**src/rtl/sigact_pkg.sv**
```systemverilog
package sigact_pkg;
    typedef enum logic {
        PH_IDLE = 1'b0,
        PH_RUN  = 1'b1
    } phase_e;

    function automatic int unsigned acc_width(input int unsigned len_w, input int unsigned cnt_w);
        return len_w + cnt_w;
    endfunction
endpackage

```
**src/rtl/sigact_seq.sv**
```systemverilog
module sigact_seq
    import sigact_pkg::*;
#(
    parameter int unsigned RUN_LEN_W = 16,
    parameter int unsigned RUN_CNT_W = 14
) (
    input  logic                 clk,
    input  logic                 rst_n,
    input  logic                 start_i,
    input  logic [RUN_LEN_W-1:0] run_len_i,
    input  logic [RUN_CNT_W-1:0] run_cnt_i,
    output logic                 busy_o,
    output logic                 done_o,
    output logic                 clear_o,
    output logic                 sample_o,
    output logic                 first_o
);
    typedef struct packed {
        phase_e                 phase;
        logic                   done;
        logic [RUN_LEN_W-1:0]   pos;
        logic [RUN_CNT_W-1:0]   run;
        logic [RUN_LEN_W-1:0]   len;
        logic [RUN_CNT_W-1:0]   cnt;
    } seq_t;

    seq_t st_d, st_q;
    logic accept;
    logic last_pos;
    logic last_run;

    always_comb begin
        st_d     = st_q;
        st_d.done = 1'b0;
        accept   = (st_q.phase == PH_IDLE) && start_i &&
                   (run_len_i != '0) && (run_cnt_i != '0);
        last_pos = (st_q.pos == st_q.len - RUN_LEN_W'(1));
        last_run = (st_q.run == st_q.cnt - RUN_CNT_W'(1));
        unique case (st_q.phase)
            PH_IDLE: begin
                if (accept) begin
                    st_d.phase = PH_RUN;
                    st_d.pos   = '0;
                    st_d.run   = '0;
                    st_d.len   = run_len_i;
                    st_d.cnt   = run_cnt_i;
                end
            end
            PH_RUN: begin
                if (last_pos) begin
                    st_d.pos = '0;
                    if (last_run) begin
                        st_d.phase = PH_IDLE;
                        st_d.done  = 1'b1;
                    end else begin
                        st_d.run = st_q.run + RUN_CNT_W'(1);
                    end
                end else begin
                    st_d.pos = st_q.pos + RUN_LEN_W'(1);
                end
            end
            default: st_d.phase = PH_IDLE;
        endcase
    end

    always_ff @(posedge clk or negedge rst_n) begin
        if (!rst_n) begin
            st_q <= '{phase: PH_IDLE, done: 1'b0, pos: '0, run: '0, len: '0, cnt: '0};
        end else begin
            st_q <= st_d;
        end
    end

    assign busy_o   = (st_q.phase == PH_RUN);
    assign done_o   = st_q.done;
    assign clear_o  = accept;
    assign sample_o = busy_o;
    assign first_o  = busy_o && (st_q.pos == '0);


    done_pulse_chk: assert property (@(posedge clk) disable iff (!rst_n)
        done_o |=> !done_o);

    done_end_chk: assert property (@(posedge clk) disable iff (!rst_n)
        done_o |-> (!busy_o && $past(busy_o)));

    busy_start_ignore_chk: assert property (@(posedge clk) disable iff (!rst_n)
        (busy_o && start_i) |=> ($stable(st_q.len) && $stable(st_q.cnt)));

    pos_bound_chk: assert property (@(posedge clk) disable iff (!rst_n)
        busy_o |-> ((st_q.pos < st_q.len) && (st_q.run < st_q.cnt)));

    zero_param_chk: assert property (@(posedge clk) disable iff (!rst_n)
        (!busy_o && start_i && ((run_len_i == '0) || (run_cnt_i == '0))) |=> !busy_o);
endmodule

```
**src/rtl/sigact_lane.sv**
```systemverilog
module sigact_lane #(
    parameter int unsigned ACC_W = 30
) (
    input  logic             clk,
    input  logic             rst_n,
    input  logic             clear_i,
    input  logic             sample_i,
    input  logic             first_i,
    input  logic             sig_i,
    output logic [ACC_W-1:0] high_o,
    output logic [ACC_W-1:0] tog_o
);
    typedef struct packed {
        logic [ACC_W-1:0] high;
        logic [ACC_W-1:0] tog;
        logic             prev;
    } lane_t;

    lane_t ln_d, ln_q;

    always_comb begin
        ln_d = ln_q;
        if (clear_i) begin
            ln_d.high = '0;
            ln_d.tog  = '0;
        end else if (sample_i) begin
            ln_d.high = ln_q.high + {{(ACC_W-1){1'b0}}, sig_i};
            if (!first_i && (sig_i != ln_q.prev)) begin
                ln_d.tog = ln_q.tog + ACC_W'(1);
            end
            ln_d.prev = sig_i;
        end
    end

    always_ff @(posedge clk or negedge rst_n) begin
        if (!rst_n) begin
            ln_q <= '0;
        end else begin
            ln_q <= ln_d;
        end
    end

    assign high_o = ln_q.high;
    assign tog_o  = ln_q.tog;


    clear_zero_chk: assert property (@(posedge clk) disable iff (!rst_n)
        clear_i |=> ((high_o == '0) && (tog_o == '0)));

    high_step_chk: assert property (@(posedge clk) disable iff (!rst_n)
        !clear_i |=> ((high_o == $past(high_o)) || (high_o == $past(high_o) + ACC_W'(1))));

    first_no_tog_chk: assert property (@(posedge clk) disable iff (!rst_n)
        (sample_i && first_i && !clear_i) |=> (tog_o == $past(tog_o)));

    idle_hold_chk: assert property (@(posedge clk) disable iff (!rst_n)
        (!sample_i && !clear_i) |=> ($stable(high_o) && $stable(tog_o)));
endmodule

```
**src/rtl/sigact_rdmux.sv**
```systemverilog
module sigact_rdmux #(
    parameter int unsigned NUM_SIG = 8,
    parameter int unsigned ACC_W   = 30,
    parameter int unsigned IDX_W   = 4
) (
    input  logic                           busy_i,
    input  logic [NUM_SIG-1:0][ACC_W-1:0]  high_i,
    input  logic [NUM_SIG-1:0][ACC_W-1:0]  tog_i,
    input  logic [IDX_W-1:0]               idx_i,
    output logic                           valid_o,
    output logic [ACC_W-1:0]               high_o,
    output logic [ACC_W-1:0]               tog_o
);
    logic [NUM_SIG-1:0] hit;

    for (genvar g = 0; g < NUM_SIG; g++) begin : g_hit
        assign hit[g] = (idx_i == IDX_W'(g));
    end

    always_comb begin
        high_o = '0;
        tog_o  = '0;
        if (!busy_i) begin
            for (int i = 0; i < NUM_SIG; i++) begin
                if (hit[i]) begin
                    high_o = high_i[i];
                    tog_o  = tog_i[i];
                end
            end
        end
    end

    assign valid_o = !busy_i;
endmodule

```
**src/rtl/sigact_monitor.sv**
```systemverilog
module sigact_monitor
    import sigact_pkg::*;
#(
    parameter int unsigned NUM_SIG   = 8,
    parameter int unsigned RUN_LEN_W = 16,
    parameter int unsigned RUN_CNT_W = 14,
    localparam int unsigned ACC_W    = acc_width(RUN_LEN_W, RUN_CNT_W),
    localparam int unsigned IDX_W    = $clog2(NUM_SIG) + 1
) (
    input  logic                 clk,
    input  logic                 rst_n,
    input  logic [NUM_SIG-1:0]   sig_i,
    input  logic                 start_i,
    input  logic [RUN_LEN_W-1:0] run_len_i,
    input  logic [RUN_CNT_W-1:0] run_cnt_i,
    output logic                 busy_o,
    output logic                 done_o,
    input  logic [IDX_W-1:0]     rd_idx_i,
    output logic                 rd_valid_o,
    output logic [ACC_W-1:0]     rd_high_o,
    output logic [ACC_W-1:0]     rd_tog_o
);
    logic clear;
    logic sample;
    logic first;
    logic [NUM_SIG-1:0][ACC_W-1:0] high_all;
    logic [NUM_SIG-1:0][ACC_W-1:0] tog_all;

    sigact_seq #(
        .RUN_LEN_W (RUN_LEN_W),
        .RUN_CNT_W (RUN_CNT_W)
    ) u_seq (
        .clk       (clk),
        .rst_n     (rst_n),
        .start_i   (start_i),
        .run_len_i (run_len_i),
        .run_cnt_i (run_cnt_i),
        .busy_o    (busy_o),
        .done_o    (done_o),
        .clear_o   (clear),
        .sample_o  (sample),
        .first_o   (first)
    );

    for (genvar g = 0; g < NUM_SIG; g++) begin : g_lane
        sigact_lane #(
            .ACC_W (ACC_W)
        ) u_lane (
            .clk      (clk),
            .rst_n    (rst_n),
            .clear_i  (clear),
            .sample_i (sample),
            .first_i  (first),
            .sig_i    (sig_i[g]),
            .high_o   (high_all[g]),
            .tog_o    (tog_all[g])
        );
    end

    sigact_rdmux #(
        .NUM_SIG (NUM_SIG),
        .ACC_W   (ACC_W),
        .IDX_W   (IDX_W)
    ) u_rd (
        .busy_i  (busy_o),
        .high_i  (high_all),
        .tog_i   (tog_all),
        .idx_i   (rd_idx_i),
        .valid_o (rd_valid_o),
        .high_o  (rd_high_o),
        .tog_o   (rd_tog_o)
    );
endmodule

```
**config.mk**
```make
export PLATFORM = sky130hd
export DESIGN_NAME = sigact_monitor
export DESIGN_NICKNAME = d
export VERILOG_FILES = /design/src/rtl/sigact_pkg.sv /design/src/rtl/sigact_seq.sv /design/src/rtl/sigact_lane.sv /design/src/rtl/sigact_rdmux.sv /design/src/rtl/sigact_monitor.sv
export SDC_FILE = /design/constraint.sdc
export NUM_CORES = 2
export LEC_CHECK = 0
export ABC_CLOCK_PERIOD_IN_PS = 4500
export CORE_MARGIN = 2
export CORE_UTILIZATION = 50
export DETAILED_ROUTE_END_ITERATION = 7
export PLACE_DENSITY = 0.67
export RECOVER_POWER = 100
export SLEW_MARGIN = 20
export SYNTH_ARGS = -nofsm -noshare
export SYNTH_HDL_FRONTEND = slang
export SYNTH_SLANG_ARGS = --single-unit
```
**constraint.sdc**
```tcl
create_clock -name clk -period 4.5 [get_ports clk]
set_input_delay 1.125 -clock clk [delete_from_list [all_inputs] [get_ports clk]]
set_output_delay 1.125 -clock clk [all_outputs]
set_load 0.02 [all_outputs]
```
* Word-level counts from Yosys, hierarchy flattened
Cells that the tools add are included.
Storage, ports and cells: flip-flop bits (word level) 550, output and inout port bits 63, input port bits 45, word-level logic and storage cells 162
Cells by class: mux-type cells 52, add/sub/neg operators 20, equality and inequality tests 20, reductions and logical operators 38, bitwise gates (word level) 2
Operators by type and width (count):
- $mux 30 | 26
- $mux 60 | 9
- $mux 61 | 8
- $add 30x1->30 | 8
- $add 30x1->30 const B | 8
- $pmux 30 s2 | 1
- $mux 14 | 2
- $reduce_and 2->1 | 10
- $reduce_bool 2->1 | 9
- $add 16x1->16 const B | 1
- $eq 16x16->1 | 1
- $eq 4x3->1 const B | 4
- $logic_not 16->1 | 1
- $mux 16 | 1
- $reduce_bool 16->1 | 1
- $sub 16x1->16 const B | 1
- $add 14x1->14 const B | 1
- $eq 14x14->1 | 1
- $reduce_bool 14->1 | 1
- $sub 14x1->14 const B | 1
- $logic_and 1x1->1 | 12
- $eq 4x2->1 const B | 2
- $ne 1x1->1 | 8
- $ne 2x2->1 const B | 3
- 8 further kinds | 12

* Longest topological paths before layout
word-level depth 10, depth in mapped cells 13, gate-level depth less buffers 10

* Hierarchy
Synthesis repeated with hierarchy kept, for this count alone.
Unflattened totals: cells, all modules 4398, area, all modules 38693.4 um^2
Modules (own cells, without submodules):
- sigact_lane | area an instance 3772.4 um^2, sequential area each 1526.5 um^2, times used 8, cells an instance 411
- sigact_rdmux | area an instance 4590.7 um^2, sequential area each 0.0 um^2, times used 1, cells an instance 648
- sigact_seq | area an instance 3923.8 um^2, sequential area each 1551.5 um^2, times used 1, cells an instance 462

* Least setup slack after synthesis
Ideal clock, no wire load.
path kind in2out, start point input rd_idx_i[0], end point output rd_tog_o[13], arrival time 3.018 ns, buffers on the path 2, setup slack 0.357 ns, data required time 3.375 ns, cell stages on the path 5, cells stage by stage clkbuf_1 nor4b_1 clkbuf_1 a22oi_1 a311oi_1
Between the ends: word-level cells in the longest chain between the ends 10, elaborated cells between the ends (all ways) 17, those cells by class eq/ne (7); mux (9); reduce/logical (1)
Ends and longest elaborated chain:
- start: declaration | RTL line sigact_monitor.sv:18 | input logic [IDX_W-1:0] rd_idx_i,
- $logic_not 4->1 | RTL line sigact_rdmux.sv:17 | assign hit[g] = (idx_i == IDX_W'(g));
- $mux 30 (7 in a row) | RTL line sigact_rdmux.sv:25 | if (hit[i]) begin
- $mux 30 * | RTL line sigact_rdmux.sv:25
- $mux 30 * | RTL line sigact_rdmux.sv:23 | if (!busy_i) begin
- end: declaration | RTL line sigact_monitor.sv:21 | output logic [ACC_W-1:0] rd_tog_o
Mark *: on every way between the ends. The rest lies on a longest branch, timed or not.

* Worst setup path after layout
start point input rd_idx_i[3], end point output rd_tog_o[10]
Same word-level chain as after synthesis.

==> flow_summary.toml <==
[run_status]
status = "complete, but fails checks"
violations = "DRC, capacitance limit, slew limit"

[routing]
viasPerCell = 6.29
wl_um = 92700
drc = 6
num_vias = 27900
detail-route-antenna-nets = 0
wl_per_cell_um = 20.8
first_pass_iters = 8
dr.first_iter.drc_count = 3175

[grt]
grt_pass1_wl_um = 147000
grt-ovfl-total = 0
antenna_found_initial = 4
grt_pass1_vias = 26600
grt_max_degree = 94
track_usage_pct = 29.1

[yosys]
syn_area_per_cell_um2 = 8.79
synth_cell_types = 78
synth_cells = 3472
ys_ff_latch = 550
syn_area_um2 = 30500
synth_top_area_share_pct = 45.1
synthArstFlopShare_pct = 100
synthTopCellsByArea = "dfrtp_1, nand2_1, nor2_1"
synth_edf_count = 0
synth_top_area_cell = "dfrtp_1"
synth_nets = 3546
ys_seq_area_share_pct = 45.1
yosys_warnings = 0
synthFlopType = "dfrtp_1"

[timing]
fin_setup_tns_ps = 0
worst_pin_slew_ps = 2460
maxSlewViolCount = 284
setup_viol = 0
min_period_ps = 4400
hold_violations = 0
grt_setup_unrepaired = "no"
relSlewSlack_pct = -64.2
fin_skew_ps = 24.2
max_freq_mhz = 227
period_share_pct = 97.8
finalWorstSetupSlack_ps = 98.1

[die]
die-area_um2 = 63100
io_pins = 108
coreArea_um2 = 60400
rows = 90
initial_core_util_pct = 50.6
die_h_um = 251
die_x_um = 251

[setup_path]
crit_path_start_kind = "primary input"
crit_arrival_ps = 3280
required_ps = 3380
reg2reg_depth = 10
cp-end-kind = "output pin"
cp_max_fo = 11
crit_type = "in -> out"

[layout]
regArea_um2 = 13800
final_net_count = 3682
final_cell_mix = "dfrtp_1, nand2_1, nor2_1, o21ai_0, nand3_1"
mostFrequentLayoutCell = "dfrtp_1"
multi_input_area_um2 = 16000
n_fill_cell = 5255
synthToLayoutAreaGrowth_pct = 15.6
drive_above_1_share_pct = 7.60

[clocking]
cts_hold_buf = 0
clk_latency_ps = 650
cts_tree = "done"
numCtsBuffers = 61
cts_max_level = 2
cts.sinks = 550
clock_path_buffers = 3
root_buffer = "clkbuf_16"
clkSlewWorstSetupHoldPaths_ps = 60

[pwr]
p_per_area_nw_per_um2 = 370
p_leak_nw = 15.1
vdd_drop_max_mv = 0.400

[placement]
routabilityCongestion = 0.925
io_buffers = 107
dp_slack_ps = -356
hpwlAfterDp_um = 66000

[job]
cap_violations = 4

[worst_hold_path]
min_delay_path_depth = 1
hp-class = "reg -> reg"
==> layout make-up <==
| class | instances | share of cell area [%] |
|---|---|---|
| Clock inverter | 25 | 0.985 |
| Antenna cell | 3 | 0.0213 |
| Clock buffer | 90 | 5.14 |
| Multi-Input combinational cell | 2691 | 45.3 |
| Tap cell | 782 | 2.77 |
| Inverter | 49 | 0.521 |
| Sequential cell | 550 | 39.0 |
| Timing Repair Buffer | 255 | 6.27 |
==> critical path, stage by stage <==
cell and delay [ps]:
clkdlybuf4s15_1 330, nand2b_1 240, nor2_4 70, buf_12 150, a221oi_1 340, clkbuf_2 220
a31oi_1 90, buf_4 180, clkdlybuf4s50_1 530
==> cells in the mapped netlist, types with 32 or more instances <==
library cell and n:
inv_1 48, o21ai_0 260, nand2_1 486, xnor2_1 78, nand4_1 111, a21oi_1 120
and4_1 32, mux2i_1 104, nor2_1 389, clkbuf_1 168, dfrtp_1 550, nor3_1 38
nand3_1 241, xor2_1 144, or3_1 70, a222oi_1 60, a31oi_1 82, and3_1 83
a221oi_1 60
==> per-layer routing <==
metal  global-route usage (%)  wire length, µm  vias up
met5                        0               27        -
met4                     9.40             2610        4
met3                     4.56             7550      171
met2                     45.0            41100     1080
met1                     42.0            41300    13800
li1                         -                -    12900
==> through the flow <==
stage	power [mW]	std cells	instance area, µm²	hold WS (ps)	util (%)
finish	13.0	4445	35300	493	58.5
detailed placement	7.74	4327	33400	479	55.4
global placement	7.65	4327	33400	476	55.4
floorplan	6.99	3472	30500	452	-
CTS	13.1	4442	35600	490	58.9
global route	13.6	4443	35300	512	58.5
==> where the power goes <==
group / internal [mW] / switching [mW]
logic: 0.662 / 0.874
clock network: 3.24 / 2.12
registers: 5.42 / 0.725
total: 9.32 / 3.72
==> what timing repair did <==
action,in CTS,in global routing
pin swaps,7,0
endpoints found under the setup margin,59,38
buffers inserted,0,0
resized for setup,70,4
==> cell families after synthesis <==
kind of cell | after synthesis | share of synthesized area [%]
xor+xnor | 222 | 6.37
mux | 122 | 4.07
compound gates | 733 | 15.6
simple gates | 1585 | 24.8
flops | 550 | 45.1
fa+ha+maj | 29 | 1.19
buf+inv | 231 | 2.90
==> final timing paths <==
check / start / end / slack, ps
worst max-delay path: rd_idx_i[3] / rd_tog_o[10] / 100
worst min-delay path: g_lane[2].u_lane.high_o[29] / g_lane[2].u_lane.high_o[29] / 490
worst max register to register: u_seq.st_q[14] / u_seq.st_q[35] / 340
worst min register to register: g_lane[2].u_lane.high_o[29] / g_lane[2].u_lane.high_o[29] / 490
max in group asynchronous: rst_n / g_lane[6].u_lane.high_o[18] / 680
min in group asynchronous: rst_n / u_seq.st_q[18] / 1250
==> registers in the layout, summed over array words and instances (netlist names) <==
signal and count:
g_lane.u_lane.high_o 240, g_lane.u_lane.tog_o 240, u_seq.st_q 60, g_lane.u_lane.ln_q 8, u_seq.busy_o 1, u_seq.done_o 1
(Power assumes the default switching activity.)
